$ cat config.mk
export PLATFORM = sky130hd
export DESIGN_NAME = int_logic_exu
export DESIGN_NICKNAME = d
export VERILOG_FILES = /design/src/rtl/exu_pkg.sv /design/src/rtl/exu_regfile.sv /design/src/rtl/exu_operand.sv /design/src/rtl/exu_alu.sv /design/src/rtl/int_logic_exu.sv
export SDC_FILE = /design/constraint.sdc
export NUM_CORES = 2
export LEC_CHECK = 0
export BUFFER_PORTS_ARGS = -buffer_cell sky130_fd_sc_hd__buf_4
export CAP_MARGIN = 10
export CORE_MARGIN = 1.5
export CORE_UTILIZATION = 40
export DETAILED_ROUTE_END_ITERATION = 7
export GPL_TIMING_DRIVEN = 0
export PLACE_DENSITY = 0.61
export REMOVE_ABC_BUFFERS = 1
export SYNTH_ARGS = -nofsm -noshare
export SYNTH_HDL_FRONTEND = slang
export SYNTH_SLANG_ARGS = --single-unit
$ cat constraint.sdc
create_clock -name clk -period 11.8 [get_ports clk]
set_input_delay 1.18 -clock clk [delete_from_list [all_inputs] [get_ports clk]]
set_output_delay 1.18 -clock clk [all_outputs]
set_load 0.01 [all_outputs]
$ cat src/rtl/exu_pkg.sv
package exu_pkg;

  typedef enum logic [3:0] {
    OP_ADD  = 4'd0,
    OP_SUB  = 4'd1,
    OP_ADDI = 4'd2,
    OP_AND  = 4'd3,
    OP_OR   = 4'd4,
    OP_NOR  = 4'd5,
    OP_XOR  = 4'd6,
    OP_ANDI = 4'd7,
    OP_ORI  = 4'd8,
    OP_XORI = 4'd9,
    OP_SLL  = 4'd10,
    OP_SRL  = 4'd11,
    OP_LUI  = 4'd12
  } op_e;

  localparam logic [3:0] LAST_LEGAL_OP = 4'd12;

  function automatic logic op_is_legal(input logic [3:0] code);
    return code <= LAST_LEGAL_OP;
  endfunction

endpackage

$ cat src/rtl/exu_regfile.sv
module exu_regfile #(
  parameter int DATA_W   = 32,
  parameter int NUM_REGS = 32,
  localparam int IDX_W   = $clog2(NUM_REGS),
  localparam int N_RD    = 2
) (
  input  logic              clk,
  input  logic              rst,
  input  logic              we,
  input  logic [IDX_W-1:0]  wa,
  input  logic [DATA_W-1:0] wd,
  input  logic [IDX_W-1:0]  ra [N_RD],
  output logic [DATA_W-1:0] rd [N_RD]
);

  logic [DATA_W-1:0] bank [NUM_REGS];

  // Entry 0 is never loaded; every other entry takes the write data on a match.
  always_ff @(posedge clk) begin
    if (rst) begin
      for (int i = 0; i < NUM_REGS; i++) bank[i] <= '0;
    end else if (we) begin
      for (int i = 1; i < NUM_REGS; i++)
        if (wa == IDX_W'(i)) bank[i] <= wd;
    end
  end

  // Read ports: index 0 is forced to zero independently of storage.
  for (genvar p = 0; p < N_RD; p++) begin : g_rd
    assign rd[p] = (ra[p] == '0) ? '0 : bank[ra[p]];
  end

endmodule

$ cat src/rtl/exu_operand.sv
module exu_operand #(
  parameter int DATA_W = 32,
  parameter int IMM_W  = 16
) (
  input  exu_pkg::op_e      op,
  input  logic [DATA_W-1:0] src_b,
  input  logic [IMM_W-1:0]  imm,
  output logic [DATA_W-1:0] opnd_b
);
  import exu_pkg::*;

  function automatic logic [DATA_W-1:0] sign_ext(input logic [IMM_W-1:0] v);
    return {{(DATA_W-IMM_W){v[IMM_W-1]}}, v};
  endfunction

  function automatic logic [DATA_W-1:0] zero_ext(input logic [IMM_W-1:0] v);
    return {{(DATA_W-IMM_W){1'b0}}, v};
  endfunction

  always_comb begin
    case (op)
      OP_ADDI:                  opnd_b = sign_ext(imm);
      OP_ANDI, OP_ORI, OP_XORI: opnd_b = zero_ext(imm);
      default:                  opnd_b = src_b;
    endcase
  end

endmodule

$ cat src/rtl/exu_alu.sv
module exu_alu #(
  parameter int DATA_W = 32,
  parameter int IMM_W  = 16,
  localparam int SH_W  = $clog2(DATA_W)
) (
  input  exu_pkg::op_e      op,
  input  logic [DATA_W-1:0] a,
  input  logic [DATA_W-1:0] b,
  input  logic [IMM_W-1:0]  imm,
  input  logic [SH_W-1:0]   shamt,
  output logic [DATA_W-1:0] y
);
  import exu_pkg::*;

  function automatic logic [DATA_W-1:0] alu_eval(
    input op_e               f,
    input logic [DATA_W-1:0] x,
    input logic [DATA_W-1:0] z,
    input logic [IMM_W-1:0]  k,
    input logic [SH_W-1:0]   s
  );
    case (f)
      OP_ADD, OP_ADDI: return x + z;
      OP_SUB:          return x - z;
      OP_AND, OP_ANDI: return x & z;
      OP_OR,  OP_ORI:  return x | z;
      OP_NOR:          return ~(x | z);
      OP_XOR, OP_XORI: return x ^ z;
      OP_SLL:          return x << s;
      OP_SRL:          return x >> s;
      OP_LUI:          return {k, {(DATA_W-IMM_W){1'b0}}};
      default:         return '0;
    endcase
  endfunction

  assign y = alu_eval(op, a, b, imm, shamt);

endmodule

$ cat src/rtl/int_logic_exu.sv
module int_logic_exu #(
  parameter int DATA_W   = 32,
  parameter int NUM_REGS = 32,
  parameter int IMM_W    = 16,
  localparam int IDX_W   = $clog2(NUM_REGS),
  localparam int SH_W    = $clog2(DATA_W)
) (
  input  logic              clk,
  input  logic              rst,
  input  logic              wr_en,
  input  logic [3:0]        op_code,
  input  logic [IDX_W-1:0]  dst_idx,
  input  logic [IDX_W-1:0]  src_a_idx,
  input  logic [IDX_W-1:0]  src_b_idx,
  input  logic [IMM_W-1:0]  imm16,
  input  logic [SH_W-1:0]   shamt,
  output logic [DATA_W-1:0] result
);
  import exu_pkg::*;

  op_e               op;
  logic              op_legal;
  logic [IDX_W-1:0]  rd_idx [2];
  logic [DATA_W-1:0] rd_val [2];
  logic [DATA_W-1:0] opnd_a;
  logic [DATA_W-1:0] opnd_b;
  logic [DATA_W-1:0] alu_y;
  // Named write-back events, observed by the checker.
  logic              wb_commit;
  logic [IDX_W-1:0]  wb_idx;
  logic [DATA_W-1:0] wb_data;

  assign op       = op_e'(op_code);
  assign op_legal = op_is_legal(op_code);
  assign rd_idx[0] = src_a_idx;
  assign rd_idx[1] = src_b_idx;
  assign opnd_a   = rd_val[0];

  exu_regfile #(.DATA_W(DATA_W), .NUM_REGS(NUM_REGS)) u_rf (
    .clk (clk),
    .rst (rst),
    .we  (wb_commit),
    .wa  (wb_idx),
    .wd  (wb_data),
    .ra  (rd_idx),
    .rd  (rd_val)
  );

  exu_operand #(.DATA_W(DATA_W), .IMM_W(IMM_W)) u_opnd (
    .op     (op),
    .src_b  (rd_val[1]),
    .imm    (imm16),
    .opnd_b (opnd_b)
  );

  exu_alu #(.DATA_W(DATA_W), .IMM_W(IMM_W)) u_alu (
    .op    (op),
    .a     (opnd_a),
    .b     (opnd_b),
    .imm   (imm16),
    .shamt (shamt),
    .y     (alu_y)
  );

  assign result    = op_legal ? alu_y : '0;
  assign wb_idx    = dst_idx;
  assign wb_data   = result;
  assign wb_commit = wr_en && op_legal && (dst_idx != '0) && !rst;

endmodule

* After elaboration in Yosys (flattened, before gate mapping)
Memory sizes are Yosys's and may differ from the RTL's.
Index checks and enable logic that the tools add are counted.
** Storage, ports and cells
- Word-level logic and storage cells :: 259
- RAM bits :: 1024
- Memories kept :: 1
- Bits in registers :: 0
- Bits of input ports :: 43
- Output and inout port bits :: 32
** Memory list
- u_rf.bank :: words 32, bits a word 32, rd ports 2, clocked after memory_dff 0, write ports 32, line exu_regfile.sv:16 : logic [DATA_W-1:0] bank [NUM_REGS];
** Cells by class
- Mux-type cells :: 162
- Equal/unequal tests :: 43
- Shift-type cells :: 2
- Add/subtract/negate cells :: 2
- Reduce and logical (&&, ||, !) cells :: 13
- $lt $le $gt $ge :: 1
- Bitwise gates (word level) :: 35
** Operator list (number)
- two-way mux 32 bit :: 34
- case mux 32 bit (9 select lines) :: 1
- two-way mux 1 bit :: 126
- equality test 5 bit, second input constant :: 16
- case mux 32 bit (2 select lines) :: 1
- equality test 5 x 4 -> 1 bit, second input constant :: 8
- adder 32 bit :: 1
- bitwise AND 32 bit :: 1
- inverter 32 bit :: 1
- OR 32 bit :: 1
- left shift 32 x 5 -> 32 bit :: 1
- right shift 32 x 5 -> 32 bit :: 1
- subtractor 32 bit :: 1
- bitwise XOR 32 bit :: 1
- OR 1 bit :: 31
- equality test 4 bit, second input constant :: 5
- equality test 5 x 3 -> 1 bit, second input constant :: 4
- equality test 4 x 3 -> 1 bit, second input constant :: 4
- equality test 5 x 2 -> 1 bit, second input constant :: 2
- zero test 5 bit :: 2
- equality test 4 x 2 -> 1 bit, second input constant :: 2
- OR reduction 2 bit :: 4
- equality test 5 x 1 -> 1 bit, second input constant :: 1
- nonzero test 5 bit :: 1
- other kinds (6) :: 8

* Logic depth before layout (Yosys ltp)
- Depth in word-level cells :: 8
- Depth in mapped cells :: 28
- Depth with buffers taken out :: 22

* Hierarchy
From an unflattened synthesis, not the netlist that was laid out.
** Unflattened totals
- Cell total of the unflattened synthesis :: 4587
- Area total of the unflattened synthesis :: 58202.1 um2
** Modules (own cells, without submodules)
- exu_regfile :: cells each 3314, instances 1, area each 49103.3 um2, seq. area each 29788.6 um2
- exu_alu :: cells each 1090, instances 1, area each 7868.8 um2, seq. area each 0.0 um2
- exu_operand :: cells each 144, instances 1, area each 983.4 um2, seq. area each 0.0 um2
- int_logic_exu :: cells each 39, instances 1, area each 246.5 um2, seq. area each 0.0 um2

* Worst setup path after synthesis
OpenSTA, ideal clock, no wires.
- Path type :: in2out
- Start :: input src_b_idx[1]
- End :: output result[30]
- Path slack :: 3591 ps
- Buffers on the path :: 5
- Data required time :: 10620 ps
- Data arrival time :: 7029 ps
- Cell stages on the path :: 25
- Path through :: buf_2 -> buf_2 -> buf_2 -> buf_1 -> mux4_2 -> o22ai_1 -> o211ai_1 -> a22oi_1 -> ha_1 -> nand2_1 -> or4_1 -> nor2b_1 -> a31oi_1 -> xnor2_1 -> ha_1 -> and3_1 -> nand2_1 -> nor3_1 -> a211o_1 -> a2111oi_0 -> o31ai_1 -> xor2_1 -> a211oi_2 -> buf_2 -> inv_1
** On the way
- Word-level cells in the longest chain between the ends :: 7
- Elaborated cells on any way between the ends :: 12
- Those cells by class :: add/sub: 2; mux: 4; bitwise: 4; reduce/logical: 1; memory: 1
** RTL lines
- start: declaration :: line int_logic_exu.sv:14 : input logic [IDX_W-1:0] src_b_idx,
- memory (32 x 32 bit) or zero test 5 bit (tied branches)
- two-way mux 32 bit (*) :: line exu_regfile.sv:30 : assign rd[p] = (ra[p] == '0) ? '0 : bank[ra[p]];
- case mux 32 bit (2 select lines) (*) :: line exu_operand.sv:21 : case (op)
- branches (longest 2 deep; another with subtractor 32 bit)
- case mux 32 bit (9 select lines) (*) :: line exu_alu.sv:22 : case (f)
- two-way mux 32 bit (*) :: line int_logic_exu.sv:65 : assign result = op_legal ? alu_y : '0;
- end: declaration :: line int_logic_exu.sv:17 : output logic [DATA_W-1:0] result
Mark *: on every way between the ends.

* Worst setup path in the final report
- Start :: input src_b_idx[1]
- End :: output result[28]
Same word-level chain as after synthesis.

==> key figures <==
Synthesis
  – Yosys warnings: 0
  – Count of unique library cells instantiated by Yosys: 121
  – Top_reg_cell synth: edfxtp_1
  – Number of storage elements in the synthesis netlist: 992
  – Largest cells by area after synthesis: edfxtp_1 51%, mux4_2 13%, mux2i_1 5.3%
  – Commonest cells in the synthesized netlist: 992 x edfxtp_1, 673 x nor2_1, 334 x mux4_2
  – Async set or reset register ratio after synthesis: 0%
  – Number of enable-type register cells in the synthesized netlist: 992
  – Synth top area share: 50.9%
  – Syn Inst Count: 4436
  – Area of the mapped netlist: 0.0586 mm2
  – Per-instance average area after synthesis: 13.2 um2
  – Most area-hungry cell type in the Yosys netlist: edfxtp_1
  – Cell with the most instances after synthesis: edfxtp_1
  – Sequential fraction of the synthesis area: 50.9%

Final layout
  – Share of final-layout standard cells stronger than drive strength 1: 22.1%
  – Registers with the highest flip-flop counts: u_rf.bank x992
  – Register with the most flip-flops: u_rf.bank
  – Relative area change from synthesis to final layout: 11.7%
  – Layout Nets: 4510
  – Flip-flop count of the largest register, all copies and words added: 992

Timing
  – Clock Skews: 53.9 ps
  – Total negative slack: 0 ps
  – Final worst-path cycle share: 98.5%
  – Fmax: 86.1 MHz
  – Final number of max-transition violations: 0
  – Unrepaired setup endpoints after global routing: true
  – Clock period minus final worst setup slack: 11620 ps
  – Final count of negative-setup-slack endpoints: 0
  – Hold violation count in the final report: 0
  – Slew at the pin closest to its max-slew limit: 1410 ps
  – Slew margin rel.: 5.94%

Worst setup path
  – Largest fanout on the critical path: 95
  – Source of the critical timing path: src_b_idx[1]
  – Crit path DAT: 10440 ps
  – Critical setup path kind: in -> out
  – Crit Reg-Reg Startpoint: u_rf.bank[11][2]
  – Nature of the critical path startpoint: input port
  – Kind of capture point of the worst setup path: primary output
  – Endpoint required time on the critical path: 10620 ps

Route
  – Antenna Nets Post-Route: 0
  – 1st-pass router iterations: 8
  – Total vias in the final route: 43.3k
  – DRC viols: 1
  – Via/cell ratio: 6.79
  – Routed WL: 235000 um
  – Wirelength per Cell: 36.8 um
  – Number of design-rule violations left by the first detailed-router iteration: 7274

GRT
  – Number of global-route vias before repair: 41.2k
  – Number of antenna violations at the first check in global routing: 10
  – Tot GR Track Use: 31.0%
  – Residual overflow from global routing: 0
  – Maximum number of pins on one net before global-route repair: 96
  – Global-route wire length before repair: 323000 um

Power and ir drop
  – Power density of the placed cells: 156 mW/mm2
  – Lkg Pwr: 0.0237 uW
  – Final Total Pwr: 10200 uW
  – Worst vdd ir: 0.000114 V

Floorplan
  – Floorplan core area: 0.146 mm2
  – Starting Density: 40.2%
  – Number of cell rows: 140
  – Die footprint: 0.149 mm2
  – IO Count: 75
  – Die width: 386 um
  – Vertical die dimension: 386 um

Place
  – Number of I/O port buffers: 74
  – Placed wire-length estimate after detailed placement: 161000 um
  – Routability Congestion: 1.02

Clock tree
  – Clock slew at reported path FFs: 60 ps
  – Cts bufs inserted: 105
  – Max clock buf depth: 3
  – Clock Latency Late Sink: 730 ps
  – Clock sink total: 992
  – TritonCTS clock tree: done
  – Number of hold-repair buffers added at the cts stage: 0
  – H-tree levels: 3
  – CTS Root Cell: clkbuf_16

Status
  – Violations in the final reports: DRC
  – Status: finished, violations left

Flow run
  – Max_cap viols: 0

Min path
  – Startpoint of the lowest-slack hold path: dst_idx[2]
  – Hold Crit Class: in -> reg
[where the power goes]
group	internal, uW	switching [uW]
Sequential	4170	112
Combinational	875	1700
Clock	1900	1420
[cell usage in the layout, fill, tap and decap left out, types with 28 or more instances in the layout]
master       n
a21oi_1     93
nor2_2      35
a221o_1     32
o21ai_0     96
nor2_1     663
mux4_2     334
buf_12      54
clkbuf_16  109
ha_1        95
nand2b_1    30
edfxtp_1   992
clkinv_1    28
a31oi_1     32
buf_4       84
a22oi_1    155
nand3_1     74
nor3_1      37
nand2_1    184
mux2i_1    311
xnor2_1     47
mux2_2      99
inv_1      105
mux4_1      31
a221oi_1    71
o211ai_1    38
[layer usage]
layer / wire length, um / vias up / share of wire, % / global-route usage, %
met2: 101000 / 3191 / 43 / 45.4
met1: 87600 / 22100 / 37 / 41.1
met4: 16800 / 6 / 7.2 / 18.6
met3: 29700 / 624 / 13 / 8.72
met5: 50 / - / 0.021 / 0
li1: - / 17300 / - / -
[worst max-delay path, stage by stage]
cell and delay, ps:
buf_8 470, buf_16 540, buf_16 480, buf_16 390, mux2_2 400, a221oi_1 290, nor3_1 80, a221o_1 440
a221oi_2 690, nand4_1 440, nor4_4 760, and3_1 310, a31oi_1 140, xnor2_1 190, ha_1 400, a21o_1 210
a21o_1 190, a21o_1 200, a211o_1 340, a2111oi_2 490, o21ai_0 270, mux2i_1 250, a221oi_4 700, inv_2 40
buf_4 160
[kinds of logic (layout without fill, tap and decap cells)]
| kind of cell | Yosys count | in the layout | share of synthesized area [%] |
|---|---|---|---|
| muxes | 783 | 783 | 21.6 |
| buffers and inverters | 493 | 510 | 4.67 |
| and+or+nand+nor | 1190 | 1190 | 8.95 |
| xor gates and xnor gates | 55 | 55 | 0.823 |
| other | 0 | 2 | 0 |
| DFF | 992 | 992 | 50.9 |
| adders and majority gates | 96 | 96 | 2.06 |
| AOI/OAI and AO/OA | 827 | 827 | 11.0 |
[per-stage QoR]
stage               hold WS [ps]  util, %  setup slack [ps]  instance area, um2  cells
CTS                         1140     44.8              93.4               65200   6356
global route                1190     44.9             -61.3               65400   6370
floorplan                   1360        -              3340               56300   4061
global placement            1820     40.7             -5800               59200   6052
finish                      1180     44.9               179               65400   6372
detailed placement          1660     42.4             -1020               61800   6162
[final timing paths]
kind | endpoint | slack (ps) | depth (start not counted)
setup reg to reg | u_rf.bank[20][28] | 3340 | 21
hold / removal | u_rf.bank[3][21] | 1180 | 4
hold reg to reg | u_rf.bank[17][0] | 1710 | 10
setup / recovery | result[28] | 180 | 25
[final cells by class]
type | instances | area [um2]
inverters | 118 | 445
multi-input cells | 2951 | 26500
clock buffers | 135 | 2830
clock inverters | 54 | 551
fillers | 12900 | 80200
diodes | 2 | 5.00
repair buffers | 203 | 2940
well taps | 1917 | 2400
flip-flops and latches | 992 | 29800
[repair_timing]
action / in CTS / in global routing
cloned: 0 / 0
pin swaps: 3 / 4
setup endpoints to repair: 14 / 12
endpoints found under the hold margin: 0 / 0
setup buffers: 5 / 11
gates resized for setup: 6 / 4
Power figures use the tool's default switching activity.
